$ cat config.mk
export PLATFORM = sky130hd
export DESIGN_NAME = wdt_keyed_top
export DESIGN_NICKNAME = d
export VERILOG_FILES = /design/src/rtl/wdt_pkg.sv /design/src/rtl/wdt_cfg_regs.sv /design/src/rtl/wdt_key_fsm.sv /design/src/rtl/wdt_counter.sv /design/src/rtl/wdt_keyed_top.sv
export SDC_FILE = /design/constraint.sdc
export NUM_CORES = 1
export LEC_CHECK = 0
export BUFFER_PORTS_ARGS = -buffer_cell sky130_fd_sc_hd__buf_2
export CORE_ASPECT_RATIO = 2
export CORE_MARGIN = 2
export CORE_UTILIZATION = 50
export DETAILED_ROUTE_END_ITERATION = 8
export GPL_TIMING_DRIVEN = 1
export HOLD_SLACK_MARGIN = 0.03
export PLACE_DENSITY_LB_ADDON = 0.1
export RECOVER_POWER = 50
export SLEW_MARGIN = 20
export SYNTH_ARGS = -nofsm -noshare
export SYNTH_HDL_FRONTEND = slang
export SYNTH_HIERARCHICAL = 1
export SYNTH_SLANG_ARGS = --single-unit
$ cat constraint.sdc
create_clock -name clk -period 3.5 [get_ports clk]
set_input_delay 0.525 -clock clk [delete_from_list [all_inputs] [get_ports clk]]
set_output_delay 0.525 -clock clk [all_outputs]
set_load 0.02 [all_outputs]
$ cat src/rtl/wdt_pkg.sv
package wdt_pkg;
  typedef enum logic [1:0] {
    WD_IDLE = 2'd0,
    WD_PRE  = 2'd1,
    WD_RUN  = 2'd2,
    WD_SVC  = 2'd3
  } wd_state_e;

  localparam logic [15:0] KEY_FIRST  = 16'hA5C6;
  localparam logic [15:0] KEY_SECOND = 16'hDA7E;
  localparam int          KEY_LSB    = 16;
  localparam int          EN_BIT     = 14;
  localparam int          MODE_LSB   = 2;
  localparam logic [1:0]  MODE_WDOG  = 2'd2;

  localparam int SEL_MODE     = 0;
  localparam int SEL_CNT_BASE = 1;
  localparam int SEL_PER_BASE = 3;
  localparam int SEL_CTL      = 5;
endpackage

$ cat src/rtl/wdt_cfg_regs.sv
module wdt_cfg_regs
  import wdt_pkg::*;
#(
  parameter int DATA_W = 32,
  parameter int CNT_W  = 64,
  parameter int SEL_W  = 3
) (
  input  logic              clk,
  input  logic              rst_n,
  input  logic              wr_en,
  input  logic [SEL_W-1:0]  wr_sel,
  input  logic [DATA_W-1:0] wr_data,
  input  logic              lock,
  output logic              mode_wd,
  output logic [CNT_W-1:0]  period,
  output logic [CNT_W/DATA_W-1:0] cnt_seg_we
);
  localparam int NSEG = CNT_W / DATA_W;

  logic [1:0] mode_q;
  logic       open_wr;

  assign open_wr = wr_en & ~lock;
  assign mode_wd = (mode_q == MODE_WDOG);

  always_ff @(posedge clk or negedge rst_n) begin
    if (!rst_n) begin
      mode_q <= '0;
    end else if (open_wr && wr_sel == SEL_W'(SEL_MODE)) begin
      mode_q <= wr_data[MODE_LSB +: 2];
    end
  end

  for (genvar s = 0; s < NSEG; s++) begin : g_seg
    logic [DATA_W-1:0] per_q;

    always_ff @(posedge clk or negedge rst_n) begin
      if (!rst_n) begin
        per_q <= '1;
      end else if (open_wr && wr_sel == SEL_W'(SEL_PER_BASE + s)) begin
        per_q <= wr_data;
      end
    end

    assign period[s*DATA_W +: DATA_W] = per_q;
    assign cnt_seg_we[s] = open_wr && (wr_sel == SEL_W'(SEL_CNT_BASE + s));
  end
endmodule

$ cat src/rtl/wdt_key_fsm.sv
module wdt_key_fsm
  import wdt_pkg::*;
#(
  parameter int DATA_W = 32
) (
  input  logic              clk,
  input  logic              rst_n,
  input  logic              ctl_we,
  input  logic [DATA_W-1:0] ctl_data,
  input  logic              mode_wd,
  input  logic              expire,
  output wd_state_e         state,
  output logic              bite,
  output logic              svc_clr
);
  wd_state_e  nxt;
  logic       bad_key;
  logic [15:0] key;
  logic       en;

  assign key = ctl_data[KEY_LSB +: 16];
  assign en  = ctl_data[EN_BIT];

  always_comb begin
    nxt     = state;
    bad_key = 1'b0;
    svc_clr = 1'b0;
    if (ctl_we) begin
      unique case (state)
        WD_IDLE: if (key == KEY_FIRST && en && mode_wd) nxt = WD_PRE;
        WD_PRE:  if (key == KEY_SECOND && en && mode_wd) nxt = WD_RUN;
        WD_RUN: begin
          if (key == KEY_FIRST) nxt = WD_SVC;
          else                  bad_key = 1'b1;
        end
        WD_SVC: begin
          if (key == KEY_SECOND) begin
            nxt     = WD_RUN;
            svc_clr = 1'b1;
          end else begin
            bad_key = 1'b1;
          end
        end
        default: nxt = state;
      endcase
    end
  end

  always_ff @(posedge clk or negedge rst_n) begin
    if (!rst_n) begin
      state <= WD_IDLE;
      bite  <= 1'b0;
    end else begin
      state <= nxt;
      bite  <= bite | bad_key | expire;
    end
  end
endmodule

$ cat src/rtl/wdt_counter.sv
module wdt_counter #(
  parameter int DATA_W = 32,
  parameter int CNT_W  = 64
) (
  input  logic                    clk,
  input  logic                    rst_n,
  input  logic                    run,
  input  logic                    clr,
  input  logic [CNT_W/DATA_W-1:0] seg_we,
  input  logic [DATA_W-1:0]       wr_data,
  input  logic [CNT_W-1:0]        period,
  output logic [CNT_W-1:0]        count,
  output logic                    at_period
);
  localparam int NSEG = CNT_W / DATA_W;

  logic [CNT_W-1:0] count_d;

  assign at_period = (count == period);

  always_comb begin
    count_d = count;
    if (clr) begin
      count_d = '0;
    end else if (run) begin
      if (!at_period) count_d = count + CNT_W'(1);
    end else begin
      for (int s = 0; s < NSEG; s++) begin
        if (seg_we[s]) count_d[s*DATA_W +: DATA_W] = wr_data;
      end
    end
  end

  always_ff @(posedge clk or negedge rst_n) begin
    if (!rst_n) count <= '0;
    else        count <= count_d;
  end
endmodule

$ cat src/rtl/wdt_keyed_top.sv
module wdt_keyed_top
  import wdt_pkg::*;
#(
  parameter int DATA_W = 32,
  parameter int CNT_W  = 64,
  parameter int SEL_W  = 3
) (
  input  logic              clk,
  input  logic              rst_n,
  input  logic              wr_en,
  input  logic [SEL_W-1:0]  wr_sel,
  input  logic [DATA_W-1:0] wr_data,
  output logic              wdt_rst_o,
  output logic [1:0]        wd_state_o,
  output logic [CNT_W-1:0]  wd_count_o
);
  localparam int NSEG = CNT_W / DATA_W;

  wd_state_e        state;
  logic             bite;
  logic             svc_clr;
  logic             running;
  logic             run;
  logic             lock;
  logic             ctl_we;
  logic             mode_wd;
  logic             at_period;
  logic [CNT_W-1:0] period;
  logic [CNT_W-1:0] count;
  logic [NSEG-1:0]  cnt_seg_we;

  assign running = (state == WD_RUN) || (state == WD_SVC);
  assign run     = running & ~bite;
  assign lock    = running | bite;
  assign ctl_we  = wr_en && !bite && (wr_sel == SEL_W'(SEL_CTL));

  wdt_cfg_regs #(.DATA_W(DATA_W), .CNT_W(CNT_W), .SEL_W(SEL_W)) u_cfg (
    .clk        (clk),
    .rst_n      (rst_n),
    .wr_en      (wr_en),
    .wr_sel     (wr_sel),
    .wr_data    (wr_data),
    .lock       (lock),
    .mode_wd    (mode_wd),
    .period     (period),
    .cnt_seg_we (cnt_seg_we)
  );

  wdt_key_fsm #(.DATA_W(DATA_W)) u_fsm (
    .clk      (clk),
    .rst_n    (rst_n),
    .ctl_we   (ctl_we),
    .ctl_data (wr_data),
    .mode_wd  (mode_wd),
    .expire   (run & at_period),
    .state    (state),
    .bite     (bite),
    .svc_clr  (svc_clr)
  );

  wdt_counter #(.DATA_W(DATA_W), .CNT_W(CNT_W)) u_cnt (
    .clk       (clk),
    .rst_n     (rst_n),
    .run       (run),
    .clr       (svc_clr),
    .seg_we    (cnt_seg_we),
    .wr_data   (wr_data),
    .period    (period),
    .count     (count),
    .at_period (at_period)
  );

  assign wdt_rst_o  = bite;
  assign wd_state_o = state;
  assign wd_count_o = count;
endmodule

==> key figures <==
Cells and area
  • Finished Core Util: just over 60%
  • Cell area after layout: 9877 sq um
  • Fillers: 1477
  • Fin nets: 1039
  • Antenna cells: 0
  • Final non-filler cell total: 1217
  • Synth-to-layout area growth: 18.09%
  • Layout cells sized above 1: 31.98%

Timing
  • Post-Route Skew: between 10 and 15 ps
  • Unrepaired setup endpoints after global routing: false
  • Final Critical Period: 3300 ps
  • Period utilization: 94.29%
  • Setup-failing EPs final: 0
  • Peak Freq: about 300 MHz
  • Setup_tns: 0 ps
  • Rel. slew slack: -39.12%
  • Hold Vio Cnt, Final: 0
  • Fin. max-slew vios: between 70 and 80
  • Final Hold Slack: 348.9 ps
  • Final Worst Setup Slack: between 150 and 200 ps
  • Slew @ Worst Pin: 2087 ps

Routing
  • Initial DRC Count: 975
  • Post-DRT Antenna Nets: 0
  • Vias/cell: 6.798
  • Pre-antenna DRT Iters: 6
  • DRC: 0
  • Via count: 8273
  • WL per Instance: 28.99 microns
  • Routed wire length: 35280 microns

Global route
  • GR Util All Layers: 40.11%
  • Overflow after GRT: 0
  • Initial antenna violation count: 0
  • First-pass GRT wire length: 51330 microns
  • Pin count of the biggest net entering global routing: 80
  • Vias in the first global route: 7934

Yosys
  • Gate Count Post-Synth: a little under 900
  • Sequential share of the synthesized area: 40.75%
  • Post-synthesis xor/xnor area fraction: 6.806%
  • Synthesized area: 8364 sq um
  • Compound-Gate Fraction of Synth Area: 11.11%
  • Avg Cell Area, Syn: 9.473 sq um
  • Multiplexer area fraction after synthesis: 9.783%
  • EDFF count, synth: 0
  • Share of the synthesized area in the top cell type: between 20 and 25%
  • Adder-cell area share of the yosys netlist: 0.1496%
  • Yosys top cell by area: dfrtp_1
  • Top_reg_cell synth: dfrtp_1
  • FF+latch count, synth: roughly 130
  • Syn Nets: a little over 900
  • Synth async-reset ratio: 100.0%
  • Combinational family with the most area after synthesis: simple AND/OR/NAND/NOR gates
  • Area contributors post-synth: dfrtp_1 21%, dfstp_2 20%, mux2_2 9.4%
  • Distinct cell type count after synthesis: 72
  • Syn. warnings: 6
  • Simple-Gate Fraction of Synth Area: a little over a quarter

Clocking
  • Post-CTS sizing: 0
  • Post-CTS Hold Fix Bufs: 0
  • CTS Sinks: about 130
  • Clock tree buffer depth: 2
  • Clock slew at reported path FFs: 60 ps
  • Clk Latency, worst-skew pair: 440 ps
  • CTS Buf Count: 17
  • H-Tree Depth: 4
  • CTS root buf: clkbuf_16
  • Setup Buffers After CTS: 0
  • CTS tree: built

Die
  • Die span in y: between 150 and 200 microns
  • Overall die area: ~18000 sq um
  • Die X: between 90 and 100 microns
  • Row cnt: 66
  • Initial Utilization: 51.16%
  • Core area: about 16000 sq um
  • I/O Pins: between 100 and 150

Worst hold path
  • Worst Hold Class: primary input to register

Placement
  • Post-place setup slack: 459.5 ps
  • DP Cell Count: ~1200
  • DP Wirelength: 26240 microns
  • IO Port Bufs: 104
  • GPL Wtd Cong: roughly 1.0
  • Placed cell area: 9300 sq um

Outcome
  • Status: finished, violations left
  • Failing checks: max-capacitance violations, max-slew violations

Critical path
  • CP cell instances: nand4_1 > nor4_1 > nand3_1 > or2_2 > nor4_1 > o22ai_1
  • Largest stage delay, worst path: 1000 ps
  • Worst setup path category: register to register
  • Crit-path slowest cell: nor4_1
  • CP Launch Type: register
  • CP Data Required Time: 3800 ps
  • Worst setup EP type: register
  • Top delay family on crit path: simple AND/OR/NAND/NOR gates
  • Worst path buffer plus inverter count: 0
  • Crit path max fanout: 7
  • CP arrival: 3600 ps
  • Cell mode on critical path: nor4_1

Pwr
  • Pwr Density: 379.6 nW/um^2
  • Pwr Total: 3.749 mW
  • Max VDD drop: 0.0003248 V
  • Leak Pwr: 3.946 nW

Run
  • Max_cap viols: 1
cell type report:
type	count	area [sq um]	area share [%]
multi-input cells	677	4586	46.43
flip-flops and latches	133	3408	34.51
repair buffers	156	933.4	9.450
clock buffers	18	439.2	4.446
well taps	204	255.2	2.584
clock inverters	14	198.9	2.014
inverters	15	56.30	0.5701
layer usage:
| layer | share of wire [%] | vias up | track usage, % |
|---|---|---|---|
| met4 | 10 | 0 | 31.43 |
| li1 | - | 3528 | - |
| met5 | 0 | - | 0 |
| met2 | 48 | 564 | 63.30 |
| met1 | 35 | 4000 | 46.85 |
| met3 | 7.3 | 181 | 6.970 |
path summary, 6_finish.rpt:
path | to | start | slack (ps) | cells after the start
max in group asynchronous | u_cnt/count[63]$_DFFE_PN0P_ | rst_n | 1580 | 1
max reg2reg | u_cnt/count[62]$_DFFE_PN0P_ | u_cnt/count[34]$_DFFE_PN0P_ | 200 | 6
max | u_cnt/count[62]$_DFFE_PN0P_ | u_cnt/count[34]$_DFFE_PN0P_ | 200 | 6
min | u_cfg/g_seg[0].per_q[8]$_DFFE_PN1P_ | wr_data[8] | 350 | 2
min reg2reg | u_cfg/mode_q[1]$_DFFE_PN0P_ | u_cfg/mode_q[1]$_DFFE_PN0P_ | 500 | 1
min in group asynchronous | u_cnt/count[18]$_DFFE_PN0P_ | rst_n | 640 | 1
worst reg2reg max path, delay by kind of cell (launching register included):
family	cells	cell delay, ps
compound gates	1	120
flops	1	600
simple gates	5	2450
registers in the layout, indices dropped and copies added, names as in the netlist:
signal             flops
u_fsm/bite             1
u_cnt/count           64
u_cfg/mode_q           2
u_fsm/state            2
u_cfg/g_seg.per_q     64
synthesized netlist by cell type (all sizes together), types with 3 or more instances:
master and n:
or4 6, nor3 36, mux2 70, nor2b 25
xnor2 65, dfrtp 69, a21oi 18, o2bb2ai 3
nor4b 10, and3 13, dfstp 64, o311ai 8
buf 33, o31a 15, mux2i 3, nor4 41
or3 3, and2 3, o22ai 46, and4 9
a31oi 13, clkbuf 25, nor3b 4, nor2 53
nand2 102, or2 6, o21ai 18, nand4b 3
nand4 48, nand3 31, inv 15
logic make-up after synthesis:
kind of cell             count (synthesis)
multiplexers                            73
AND/OR/NAND/NOR                        400
AO/OA/AOI/OAI                          138
XOR/XNOR                                65
buffers and inverters                   73
flip-flops                             133
adder cells (fa/ha/maj)                  1
cell usage in the layout (no fill, tap or decap), drive strengths merged, types with 46 or more instances in the layout:
cell type,count
clkbuf,47
nand4,48
buf,127
xnor2,65
o22ai,46
dfrtp,69
nand2,102
dfstp,64
nor2,53
mux2,70
power by group:
group	internal (mW)	switching, mW	total [mW]
sequential	1.56	0.0140	1.58
combinational	0.0683	0.128	0.196
clock	1.22	0.756	1.98
Note: power is estimated with default switching activity, not from simulation.
